$ cat config.mk
export PLATFORM = sky130hd
export DESIGN_NAME = trig_pulse_conditioner
export DESIGN_NICKNAME = d
export VERILOG_FILES = /design/src/rtl/tpc_pkg.sv /design/src/rtl/tpc_datapath.sv /design/src/rtl/tpc_control.sv /design/src/rtl/trig_pulse_conditioner.sv
export SDC_FILE = /design/constraint.sdc
export NUM_CORES = 1
export LEC_CHECK = 0
export ABC_CLOCK_PERIOD_IN_PS = 4500
export BUFFER_PORTS_ARGS = -buffer_cell sky130_fd_sc_hd__buf_4
export CAP_MARGIN = 20
export CELL_PAD_IN_SITES_DETAIL_PLACEMENT = 1
export CELL_PAD_IN_SITES_GLOBAL_PLACEMENT = 2
export CORE_AREA = 2 2 78 65
export DETAILED_ROUTE_END_ITERATION = 12
export DIE_AREA = 0 0 80 67
export PLACE_DENSITY_LB_ADDON = 0.12
export SYNTH_ARGS = -nofsm -noshare
export SYNTH_HDL_FRONTEND = slang
export SYNTH_SLANG_ARGS = --single-unit
$ cat constraint.sdc
create_clock -name clk -period 4.5 [get_ports clk]
set_clock_uncertainty 0.2 [all_clocks]
set_input_delay 0.45 -clock clk [delete_from_list [all_inputs] [get_ports clk]]
set_output_delay 0.45 -clock clk [all_outputs]
set_load 0.02 [all_outputs]
$ cat src/rtl/tpc_pkg.sv
package tpc_pkg;

  typedef enum logic [2:0] {
    RSN_READY    = 3'd0,
    RSN_RESET    = 3'd1,
    RSN_NO_ALLOW = 3'd2,
    RSN_STUCK    = 3'd3,
    RSN_RATE     = 3'd4
  } reason_e;

  // strobes from control to datapath
  typedef struct packed {
    logic loadPulse;
    logic clearPulse;
    logic countReject;
  } tpc_strobe_t;

  // status from datapath to control
  typedef struct packed {
    logic runEnded;
    logic runQualified;
    logic pulseOn;
    logic gapOpen;
    logic rateFull;
    logic stuckHit;
  } tpc_status_t;

endpackage

$ cat src/rtl/tpc_datapath.sv
module tpc_datapath
  import tpc_pkg::*;
#(
  parameter int SYNC_STAGES   = 2,
  parameter int MIN_WIDTH     = 4,
  parameter int OUT_WIDTH     = 8,
  parameter int MIN_GAP       = 6,
  parameter int RATE_MAX      = 3,
  parameter int RATE_WINDOW   = 200,
  parameter int STUCK_TIMEOUT = 50,
  parameter int REJ_W         = 8
) (
  input  logic              clk,
  input  logic              rstN,
  input  logic              trigRaw,
  input  logic              allowIn,
  input  tpc_strobe_t       strobe,
  output tpc_status_t       status,
  output logic              trigOut,
  output logic [REJ_W-1:0]  rejectCount
);

  localparam int HI_W   = $clog2(STUCK_TIMEOUT + 1);
  localparam int OUT_CW = $clog2(OUT_WIDTH + 1);
  localparam int GAP_W  = $clog2(MIN_GAP + 1);
  localparam int WIN_W  = $clog2(RATE_WINDOW + 1);
  localparam int RATE_W = $clog2(RATE_MAX + 1);

  localparam logic [HI_W-1:0]   STUCK_C   = HI_W'(STUCK_TIMEOUT);
  localparam logic [HI_W-1:0]   MINW_C    = HI_W'(MIN_WIDTH);
  localparam logic [OUT_CW-1:0] PULSE_LD  = OUT_CW'(OUT_WIDTH - 1);
  localparam logic [GAP_W-1:0]  GAP_LD    = GAP_W'(MIN_GAP - 1);
  localparam logic [WIN_W-1:0]  WIN_LAST  = WIN_W'(RATE_WINDOW - 1);
  localparam logic [RATE_W-1:0] RATE_CAP  = RATE_W'(RATE_MAX);

  // ---------------- input synchronizer ----------------
  logic [SYNC_STAGES-1:0] syncChain;
  logic                   syncBit;

  generate
    if (SYNC_STAGES == 1) begin : g_sync1
      always_ff @(posedge clk) begin
        if (!rstN) syncChain <= '0;
        else       syncChain <= trigRaw;
      end
    end else begin : g_syncN
      always_ff @(posedge clk) begin
        if (!rstN) syncChain <= '0;
        else       syncChain <= {syncChain[SYNC_STAGES-2:0], trigRaw};
      end
    end
  endgenerate

  assign syncBit = syncChain[SYNC_STAGES-1];

  // ---------------- high-run width measurement ----------------
  logic [HI_W-1:0] hiCnt;

  always_ff @(posedge clk) begin
    if (!rstN)               hiCnt <= '0;
    else if (!syncBit)       hiCnt <= '0;
    else if (hiCnt != STUCK_C) hiCnt <= hiCnt + 1'b1;
  end

  logic runEnded;
  assign runEnded = !syncBit && (hiCnt != '0);

  // ---------------- output pulse stretcher and gap timer ----------------
  logic              pulseOn;
  logic [OUT_CW-1:0] pulseCnt;
  logic [GAP_W-1:0]  gapCnt;

  always_ff @(posedge clk) begin
    if (!rstN) begin
      pulseOn  <= 1'b0;
      pulseCnt <= '0;
      gapCnt   <= '0;
    end else begin
      if (gapCnt != '0) gapCnt <= gapCnt - 1'b1;
      if (strobe.clearPulse) begin
        pulseOn  <= 1'b0;
        pulseCnt <= '0;
        gapCnt   <= GAP_LD;
      end else if (strobe.loadPulse) begin
        pulseOn  <= 1'b1;
        pulseCnt <= PULSE_LD;
      end else if (pulseOn) begin
        if (pulseCnt == '0) begin
          pulseOn <= 1'b0;
          gapCnt  <= GAP_LD;
        end else begin
          pulseCnt <= pulseCnt - 1'b1;
        end
      end
    end
  end

  // ---------------- rate window ----------------
  logic [WIN_W-1:0]  winCnt;
  logic [RATE_W-1:0] rateCnt;
  logic              winWrap;

  assign winWrap = (winCnt == WIN_LAST);

  always_ff @(posedge clk) begin
    if (!rstN) begin
      winCnt  <= '0;
      rateCnt <= '0;
    end else begin
      winCnt <= winWrap ? '0 : winCnt + 1'b1;
      if (winWrap)               rateCnt <= strobe.loadPulse ? RATE_W'(1) : '0;
      else if (strobe.loadPulse) rateCnt <= rateCnt + 1'b1;
    end
  end

  // ---------------- reject counter ----------------
  always_ff @(posedge clk) begin
    if (!rstN)
      rejectCount <= '0;
    else if (strobe.countReject && (rejectCount != {REJ_W{1'b1}}))
      rejectCount <= rejectCount + 1'b1;
  end

  // ---------------- status and output ----------------
  assign status.runEnded     = runEnded;
  assign status.runQualified = runEnded && (hiCnt >= MINW_C) && (hiCnt != STUCK_C);
  assign status.pulseOn      = pulseOn;
  assign status.gapOpen      = (gapCnt == '0);
  assign status.rateFull     = (rateCnt == RATE_CAP);
  assign status.stuckHit     = (hiCnt == STUCK_C);

  assign trigOut = pulseOn & allowIn;

  // ---------------- assertions ----------------
  AST_SHORT_RUN_NO_PULSE: assert property (@(posedge clk) disable iff (!rstN)
    $rose(pulseOn) |-> ($past(hiCnt) >= MINW_C));

  AST_STUCK_RUN_NO_PULSE: assert property (@(posedge clk) disable iff (!rstN)
    $rose(pulseOn) |-> ($past(hiCnt) != STUCK_C));

  AST_GAP_BEFORE_PULSE: assert property (@(posedge clk) disable iff (!rstN)
    $rose(pulseOn) |-> ($past(gapCnt) == '0));

  AST_RATE_CEILING: assert property (@(posedge clk) disable iff (!rstN)
    rateCnt <= RATE_CAP);

  AST_TRUNC_AT_ONCE: assert property (@(posedge clk) disable iff (!rstN)
    (pulseOn && !allowIn) |=> !pulseOn);

  AST_REJECT_MONOTONIC: assert property (@(posedge clk) disable iff (!rstN)
    rejectCount >= $past(rejectCount));

endmodule

$ cat src/rtl/tpc_control.sv
module tpc_control
  import tpc_pkg::*;
(
  input  logic        clk,
  input  logic        rstN,
  input  logic        allowIn,
  input  tpc_status_t status,
  output tpc_strobe_t strobe,
  output logic        faultOut,
  output logic [2:0]  reasonCode
);

  reason_e reasonReg;
  reason_e reasonNext;
  logic    faultReg;

  // accept decision: qualified run, permission, idle, gap elapsed, window not full
  always_comb begin
    strobe.loadPulse   = status.runQualified && allowIn && !status.pulseOn &&
                         status.gapOpen && !status.rateFull;
    strobe.clearPulse  = status.pulseOn && !allowIn;
    strobe.countReject = status.runEnded && !strobe.loadPulse;
  end

  always_comb begin
    if (status.stuckHit)      reasonNext = RSN_STUCK;
    else if (!allowIn)        reasonNext = RSN_NO_ALLOW;
    else if (status.rateFull) reasonNext = RSN_RATE;
    else                      reasonNext = RSN_READY;
  end

  always_ff @(posedge clk) begin
    if (!rstN) begin
      reasonReg <= RSN_RESET;
      faultReg  <= 1'b0;
    end else begin
      reasonReg <= reasonNext;
      faultReg  <= status.stuckHit;
    end
  end

  assign reasonCode = reasonReg;
  assign faultOut   = faultReg;

  AST_FAULT_MEANS_STUCK_REASON: assert property (@(posedge clk) disable iff (!rstN)
    faultOut |-> (reasonCode == RSN_STUCK));

  AST_NO_REJECT_ON_ACCEPT: assert property (@(posedge clk) disable iff (!rstN)
    strobe.loadPulse |=> status.pulseOn);

endmodule

$ cat src/rtl/trig_pulse_conditioner.sv
module trig_pulse_conditioner
  import tpc_pkg::*;
#(
  parameter int SYNC_STAGES   = 2,
  parameter int MIN_WIDTH     = 4,
  parameter int OUT_WIDTH     = 8,
  parameter int MIN_GAP       = 6,
  parameter int RATE_MAX      = 3,
  parameter int RATE_WINDOW   = 200,
  parameter int STUCK_TIMEOUT = 50,
  parameter int REJ_W         = 8
) (
  input  logic             clk,
  input  logic             rstN,
  input  logic             trigRaw,
  input  logic             allowIn,
  output logic             trigOut,
  output logic             faultOut,
  output logic [2:0]       reasonCode,
  output logic [REJ_W-1:0] rejectCount
);

  tpc_strobe_t strobe;
  tpc_status_t status;

  tpc_datapath #(
    .SYNC_STAGES  (SYNC_STAGES),
    .MIN_WIDTH    (MIN_WIDTH),
    .OUT_WIDTH    (OUT_WIDTH),
    .MIN_GAP      (MIN_GAP),
    .RATE_MAX     (RATE_MAX),
    .RATE_WINDOW  (RATE_WINDOW),
    .STUCK_TIMEOUT(STUCK_TIMEOUT),
    .REJ_W        (REJ_W)
  ) u_datapath (
    .clk        (clk),
    .rstN       (rstN),
    .trigRaw    (trigRaw),
    .allowIn    (allowIn),
    .strobe     (strobe),
    .status     (status),
    .trigOut    (trigOut),
    .rejectCount(rejectCount)
  );

  tpc_control u_control (
    .clk       (clk),
    .rstN      (rstN),
    .allowIn   (allowIn),
    .status    (status),
    .strobe    (strobe),
    .faultOut  (faultOut),
    .reasonCode(reasonCode)
  );

endmodule

==> results of run 1 <==
-- worst max-delay path by stage --
stage / start / to / slack (ns) / depth (start not counted)
detailed placement: u_datapath.hiCnt[0]$_SDFFE_PN0N_ / u_datapath.rejectCount[3]$_SDFFE_PN0P_ / 2.05 / 6
floorplan: u_datapath.gapCnt[0]$_SDFF_PN0_ / u_datapath.rejectCount[3]$_SDFFE_PN0P_ / 2.35 / 8
finish: u_datapath.hiCnt[0]$_SDFFE_PN0N_ / u_datapath.rejectCount[3]$_SDFFE_PN0P_ / 2.07 / 6
global route: u_datapath.gapCnt[0]$_SDFF_PN0_ / u_datapath.rejectCount[2]$_SDFFE_PN0P_ / 1.87 / 7
global placement: u_datapath.hiCnt[0]$_SDFFE_PN0N_ / u_datapath.rejectCount[3]$_SDFFE_PN0P_ / 2.09 / 6
CTS: u_datapath.hiCnt[0]$_SDFFE_PN0N_ / u_datapath.rejectCount[3]$_SDFFE_PN0P_ / 2.02 / 6
-- metal layers --
metal	GRT usage, %	vias to the layer above	part of all wire [%]
met3	5.83	2	3.6
met2	25.0	14	44
met4	4.45	0	0.38
met5	0	-	0
met1	20.2	637	52
li1	-	684	-
-- cells in the final DEF, fill, tap and decap left out --
master and n:
sky130_fd_sc_hd__dfxtp_1 38, sky130_fd_sc_hd__nor2_1 23, sky130_fd_sc_hd__nand2_1 16, sky130_fd_sc_hd__buf_4 16
sky130_fd_sc_hd__a21oi_1 15, sky130_fd_sc_hd__ha_1 10, sky130_fd_sc_hd__nand4_1 9, sky130_fd_sc_hd__inv_1 8
sky130_fd_sc_hd__xnor2_1 8, sky130_fd_sc_hd__nand3_1 8, sky130_fd_sc_hd__xor2_1 7, sky130_fd_sc_hd__and2_1 5
sky130_fd_sc_hd__clkbuf_8 5, sky130_fd_sc_hd__nor3_1 4, sky130_fd_sc_hd__nand2b_1 4, sky130_fd_sc_hd__and3_1 4
sky130_fd_sc_hd__or4_1 3, sky130_fd_sc_hd__o21ai_1 3, sky130_fd_sc_hd__mux2i_1 3, sky130_fd_sc_hd__nor3b_1 2
sky130_fd_sc_hd__and4_1 2, sky130_fd_sc_hd__o31ai_1 2, sky130_fd_sc_hd__clkinv_2 2, sky130_fd_sc_hd__nor2_4 1
sky130_fd_sc_hd__clkinv_1 1, sky130_fd_sc_hd__or3b_1 1, sky130_fd_sc_hd__nor4b_1 1, sky130_fd_sc_hd__inv_2 1
sky130_fd_sc_hd__a31oi_2 1, sky130_fd_sc_hd__a31oi_1 1, sky130_fd_sc_hd__nand4b_1 1, sky130_fd_sc_hd__o211ai_1 1
sky130_fd_sc_hd__o21ai_0 1, sky130_fd_sc_hd__or3_1 1
-- cell families (layout without fill, tap and decap cells) --
| group | count (synthesis) | after routing | synth area share, % |
|---|---|---|---|
| xor gates and xnor gates | 15 | 15 | 7.77 |
| and+or+nand+nor | 85 | 85 | 26.2 |
| DFF | 38 | 38 | 45.0 |
| adders and majority gates | 10 | 10 | 7.40 |
| buffers and inverters | 15 | 33 | 3.85 |
| AOI/OAI and AO/OA | 24 | 24 | 8.06 |
| muxes | 3 | 3 | 1.78 |
-- flip-flops by register name, summed over array words and instances (netlist names) --
signal / count
u_control.faultOut: 1
u_control.reasonCode: 3
u_datapath.gapCnt: 3
u_datapath.hiCnt: 6
u_datapath.pulseCnt: 4
u_datapath.pulseOn: 1
u_datapath.rateCnt: 2
u_datapath.rejectCount: 8
u_datapath.syncChain: 2
u_datapath.winCnt: 8
-- power breakdown --
group	internal [W]	leakage, nW	switching (W)
logic	0.0000285	0.427	0.0000355
registers	0.000347	0.308	0.00000685
clock network	0.000104	0.0438	0.000120
total	0.000479	0.779	0.000163
-- area by class of cell --
class | instances | area [um2]
Clock buffer | 5 | 68.8
Clock inverter | 2 | 10.0
Fill cell | 567 | 2580
Inverter | 10 | 37.5
Multi-Input combinational cell | 137 | 866
Sequential cell | 38 | 761
Tap cell | 60 | 75.1
Timing Repair Buffer | 16 | 120
-- per-stage QoR --
| step | instance area [um2] | instances | total power [W] | utilization [%] | hold WS, ns |
|---|---|---|---|---|---|
| 3_5_place_dp | 1860 | 261 | 0.000426 | 41.2 | 0.229 |
| 6_report | 1940 | 268 | 0.000642 | 42.9 | 0.182 |
| 4_1_cts | 1940 | 268 | 0.000652 | 42.9 | 0.170 |
| 2_1_floorplan | 1690 | 190 | 0.000408 | - | 0.212 |
| 3_3_place_gp | 1860 | 261 | 0.000422 | 41.2 | 0.224 |
| 5_1_grt | 1940 | 268 | 0.000679 | 42.9 | 0.175 |
-- worst max-delay path, delay by kind of cell, from the launching register on --
family | cells | cell delay, ns
flip-flops | 1 | 0.35
buffers and inverters | 1 | 0.09
adder cells (fa/ha/maj) | 1 | 0.15
AO/OA/AOI/OAI | 1 | 0.14
AND/OR/NAND/NOR | 3 | 1.42
==> results.py, run 1 <==
metrics = {
    "global_route": {
        "grt_pass1_vias": 1378,
        "grt_util_all_layers_pct": 15.8,
        "initial_antenna_violation_count": 0,
        "grt_pass1_wl_mm": 6.42,
        "grt_max_degree": 19,
        "global_route.overflow_total": 0,
    },
    "placed_design": {
        "pre_cts_slack_ns": 2.05,
        "placement.io_buffers": 16,
        "dp_hpwl_mm": 2.67,
        "gpl.final_weighted_congestion": 0.814,
    },
    "power_and_ir_drop": {
        "max_ir_drop_vdd_uv": 122,
        "power.leakage_nw": 0.779,
        "cellPowerDensity_nw_per_um2": 331,
    },
    "cts": {
        "cts-hold-fix-buffers": 0,
        "cts-root-to-sink-buffers": 2,
        "cts_sinks": 38,
        "post_cts_resize_count": 0,
        "cts_buffers": 5,
        "clk_latency_worst_skew_pair_ns": 0.29,
        "cts_tree": "built",
        "cts_max_level": 2,
        "ctsRootBufferMaster": "sky130_fd_sc_hd__clkbuf_8",
        "post-cts-setup-buffers": 0,
        "clock_transition_at_the_registers_of_the_reported_paths_ns": 0.07,
    },
    "sta": {
        "timing.fmax_mhz": 411,
        "setup_tns_ns": 0,
        "finalHoldViolCount": 0,
        "post_route_clock_period_utilization_pct": 54.0,
        "rsz0062_at_grt": "no",
        "slew_viol_final": 0,
        "slew_headroom_pct": 66.0,
        "final_setup_viols": 0,
        "timing_worst_slew_pin_value_ns": 0.508,
        "fin_ws_ns": 2.07,
        "final.min_clock_period_ns": 2.43,
    },
    "worst_setup_path": {
        "cp_slowest_cell": "sky130_fd_sc_hd__or4_1",
        "reg2reg_depth": 6,
        "slowest_delay_ns": 0.53,
        "required_time_reported_for_the_critical_path_endpoint_ns": 4.52,
        "crit_path_cell_trace": "inv_1 > ha_1 > nand4_1 > and4_1 > or4_1 > a21oi_1",
        "setup.worst_path.class": "flip-flop to flip-flop",
        "timing.critical_path.from_type": "flip-flop",
        "cp-end-kind": "flip-flop",
        "r2r-start": "u_datapath.hiCnt[0]$_SDFFE_PN0N_",
        "critical_path.max_fanout": 11,
        "r2r_slack_ns": 2.07,
        "rr_endpoint": "u_datapath.rejectCount[3]$_SDFFE_PN0P_",
        "cp_data_arrival_time_ns": 2.45,
    },
    "synth": {
        "synthCells": 190,
        "synth_edf_count": 0,
        "yosysTopAreaCell": "sky130_fd_sc_hd__dfxtp_1",
        "async_reset_ff_share_pct": 0,
        "synth.distinct_cells": 34,
        "post_synth_main_area_contributors": "sky130_fd_sc_hd__dfxtp_1 (45%), sky130_fd_sc_hd__ha_1 (7.4%), sky130_fd_sc_hd__nor2_1 (5.1%), sky130_fd_sc_hd__a21oi_1 (4.4%), sky130_fd_sc_hd__xnor2_1 (4.1%)",
        "synth.cells.most_frequent": "sky130_fd_sc_hd__dfxtp_1 (38), sky130_fd_sc_hd__nor2_1 (23), sky130_fd_sc_hd__nand2_1 (16)",
        "seq_cells_post_synth": 38,
        "syn_area_per_cell_um2": 8.90,
        "netlist_area_um2": 1690,
        "synth_most_common_cell": "sky130_fd_sc_hd__dfxtp_1",
        "synth.yosys.seq_area_share_pct": 45.0,
        "synth_warnings": 0,
        "synth_nets": 204,
        "synthFlopType": "sky130_fd_sc_hd__dfxtp_1",
        "synth.top_cell.area_share_pct": 45.0,
    },
    "detailed_routing": {
        "number_of_vias_in_the_routed_layout": 1337,
        "viasPerCell": 4.99,
        "dr.first_iter.drc_count": 39,
        "drtAntennaViolNets": 0,
        "dr.pass1.iters": 4,
        "remaining_drc_errors": 0,
        "finalWirelength_mm": 3.65,
        "drt_wl_cell_um": 13.6,
    },
    "status": {
        "outcome": "complete, no violations",
    },
    "floorplan": {
        "fp.dieArea_um2": 5360,
        "floorplan.core_area_um2": 4510,
        "floorplan.rows": 22,
        "io-pin-count": 17,
        "fp.dieH_um": 67,
        "initial_core_utilization_pct": 37.5,
        "die_width_um": 80,
    },
    "run": {
        "drv_cap": 0,
    },
    "worst_hold_path": {
        "timing.hold.worst_path_depth": 2,
        "hp-class": "primary input to flip-flop",
        "min_delay_worst_endpoint": "u_datapath.syncChain[0]$_SDFF_PN0_",
        "min_from": "trigRaw",
    },
    "final_layout": {
        "layout-drive-gt1-share_pct": 12.5,
        "final_stage_net_count": 222,
        "antennaDiodeCount": 0,
        "synthToLayoutAreaGrowth_pct": 14.6,
    },
}
Note: power is estimated with default switching activity, not from simulation.
==> inputs of run 2 (changes only) <==
ABC_CLOCK_PERIOD_IN_PS = 2029   (was 4500)
CORE_AREA = 2 2 85 71   (was 2 2 78 65)
DIE_AREA = 0 0 87 73   (was 0 0 80 67)
clock period = 2.03 ns   (was 4.5 ns; I/O delays follow)
==> results.py, run 2 (synthesis gave the netlist of run 1 again) <==
metrics = {
    "power_and_ir_drop": {
        "design_power_total_w": 0.00158,
        "cellPowerDensity_nw_per_um2": 750,
        "power.leakage_nw": 0.856,
        "max_ir_drop_vdd_uv": 273,
    },
    "detailed_routing": {
        "remaining_drc_errors": 0,
        "dr.pass1.iters": 4,
        "drt_wl_cell_um": 14.0,
        "finalWirelength_mm": 4.01,
        "number_of_vias_in_the_routed_layout": 1420,
        "drtAntennaViolNets": 0,
        "viasPerCell": 4.95,
        "dr.first_iter.drc_count": 24,
    },
    "worst_hold_path": {
        "min_from": "u_datapath.syncChain[0]$_SDFF_PN0_",
        "min_delay_worst_endpoint": "u_datapath.syncChain[1]$_SDFF_PN0_",
        "hp-class": "flip-flop to flip-flop",
        "timing.hold.worst_path_depth": 1,
    },
    "final_layout": {
        "biggestRegsByFlops": "u_datapath.rejectCount: 8 flops, u_datapath.winCnt: 8 flops, u_datapath.hiCnt: 6 flops",
        "layout-drive-gt1-share_pct": 18.2,
        "fin_cells": 287,
        "area.sequential_um2": 762,
        "antennaDiodeCount": 0,
        "synthToLayoutAreaGrowth_pct": 24.3,
        "nFillCells": 655,
        "final_stage_net_count": 233,
        "commonest_cells_after_routing_fill_and_taps_aside": "sky130_fd_sc_hd__dfxtp_1 (37), sky130_fd_sc_hd__buf_4 (24), sky130_fd_sc_hd__nor2_1 (23), sky130_fd_sc_hd__nand2_1 (16), sky130_fd_sc_hd__a21oi_1 (15)",
        "fin_area_um2": 2100,
        "multi_input_gate_area_in_the_final_layout_um2": 898,
        "mostFrequentLayoutCell": "sky130_fd_sc_hd__dfxtp_1",
    },
    "worst_setup_path": {
        "cp_slowest_cell": "sky130_fd_sc_hd__or4_1",
        "timing.critical_path.from_type": "flip-flop",
        "cp_data_arrival_time_ns": 1.96,
        "r2r-start": "u_datapath.gapCnt[0]$_SDFF_PN0_",
        "slowest_delay_ns": 0.49,
        "r2r_slack_ns": 0.09,
        "required_time_reported_for_the_critical_path_endpoint_ns": 2.05,
        "critical_path.max_fanout": 4,
        "crit_path_cell_trace": "inv_1 > ha_2 > ha_4 > nor4b_4 > and4_4 > or4_1 > a21oi_1",
        "cp-end-kind": "flip-flop",
        "setup.worst_path.class": "flip-flop to flip-flop",
        "rr_endpoint": "u_datapath.rejectCount[3]$_SDFFE_PN0P_",
        "reg2reg_depth": 7,
    },
    "cts": {
        "clock_transition_at_the_registers_of_the_reported_paths_ns": 0.08,
        "cts-root-to-sink-buffers": 2,
        "clk_latency_worst_skew_pair_ns": 0.29,
        "cts_max_level": 2,
        "cts_buffers": 5,
        "ctsRootBufferMaster": "sky130_fd_sc_hd__clkbuf_8",
        "cts_tree": "built",
        "cts_sinks": 38,
    },
    "sta": {
        "timing.fmax_mhz": 514,
        "finalHoldViolCount": 0,
        "final.hold.worst_slack_ns": 0.239,
        "setup_tns_ns": 0,
        "final.min_clock_period_ns": 1.94,
        "slew_headroom_pct": 71.3,
        "slew_viol_final": 0,
        "timing_worst_slew_pin_value_ns": 0.428,
        "post_route_clock_period_utilization_pct": 95.8,
        "final_setup_viols": 0,
    },
    "placed_design": {
        "dp_hpwl_mm": 2.98,
        "placed_area_um2": 1940,
        "dpl.cell_count": 276,
        "gpl.final_weighted_congestion": 0.723,
        "placement.io_buffers": 16,
    },
    "floorplan": {
        "io-pin-count": 17,
        "fp.dieArea_um2": 6350,
        "floorplan.core_area_um2": 5600,
        "floorplan.rows": 25,
        "die_width_um": 87,
        "fp.dieH_um": 73,
        "initial_core_utilization_pct": 30.2,
    },
    "global_route": {
        "grt_pass1_wl_mm": 6.81,
        "global_route.overflow_total": 0,
        "grt_pass1_vias": 1432,
        "initial_antenna_violation_count": 0,
        "grt_max_degree": 19,
        "grt_util_all_layers_pct": 13.8,
    },
    "run": {
        "drv_cap": 0,
    },
    "status": {
        "outcome": "complete, no violations",
    },
}
-- run 2: cell types whose count changed in the layout (fill, tap and decap cells not counted), moves of 2 or more --
cell and delta:
sky130_fd_sc_hd__clkinv_2 -2, sky130_fd_sc_hd__buf_4 +8, sky130_fd_sc_hd__clkbuf_8 +3, sky130_fd_sc_hd__dlygate4sd3_1 +3, sky130_fd_sc_hd__ha_1 -2
-- run 2: cell type report --
| cell class | instances | area share (%) |
|---|---|---|
| Clock buffer | 8 | 5.24 |
| Inverter | 10 | 1.79 |
| Multi-Input combinational cell | 137 | 42.7 |
| Sequential cell | 38 | 36.2 |
| Tap cell | 67 | 3.99 |
| Timing Repair Buffer | 27 | 10.0 |
-- run 2: worst max path at each step --
stage,start,endpoint,slack (ns),cells after the start
5_1_grt,u_datapath.gapCnt[0]$_SDFF_PN0_,u_datapath.rejectCount[5]$_SDFFE_PN0P_,-0.009,8
4_1_cts,u_datapath.gapCnt[0]$_SDFF_PN0_,u_datapath.rejectCount[2]$_SDFFE_PN0P_,0.001,8
6_report,u_datapath.gapCnt[0]$_SDFF_PN0_,u_datapath.rejectCount[3]$_SDFFE_PN0P_,0.09,7
3_3_place_gp,u_datapath.gapCnt[0]$_SDFF_PN0_,u_datapath.rejectCount[3]$_SDFFE_PN0P_,0.07,7
2_1_floorplan,u_datapath.gapCnt[0]$_SDFF_PN0_,u_datapath.rejectCount[3]$_SDFFE_PN0P_,0.02,8
3_5_place_dp,u_datapath.gapCnt[0]$_SDFF_PN0_,u_datapath.rejectCount[3]$_SDFFE_PN0P_,0.03,7
-- run 2: worst max-delay path, delay by kind of cell, from the launching register on --
kind	cells	cell delay (ns)
flip-flops	1	0.34
adder cells (fa/ha/maj)	2	0.37
AND/OR/NAND/NOR	3	0.79
AO/OA/AOI/OAI	1	0.12
buffers and inverters	1	0.05
-- run 2: timing repair --
item                                    in CTS  in global routing
hold endpoints to repair                     3                  0
resized for setup                            0                  4
hold buffers                                 3                  0
setup buffers                                0                  0
endpoints found under the setup margin       0                 10
-- run 2: routing by layer --
metal	track usage [%]	vias to the layer above	routed length (um)
met3	3.85	7	134
met2	22.3	17	1920
li1	-	711	-
met1	17.7	685	1880
met4	5.21	0	65
met5	0	-	0
-- run 2: through the flow --
stage | setup slack [ns] | utilization (%)
global placement | 0.0659 | 34.7
global route | -0.00862 | 37.5
detailed placement | 0.0313 | 34.7
CTS | 0.00147 | 37.2
floorplan | 0.0177 | -
finish | 0.0856 | 37.5
-- run 2: power breakdown --
part	internal (W)	switching, W
combinational	0.0000935	0.0000922
sequential	0.000770	0.0000150
clock	0.000343	0.000263
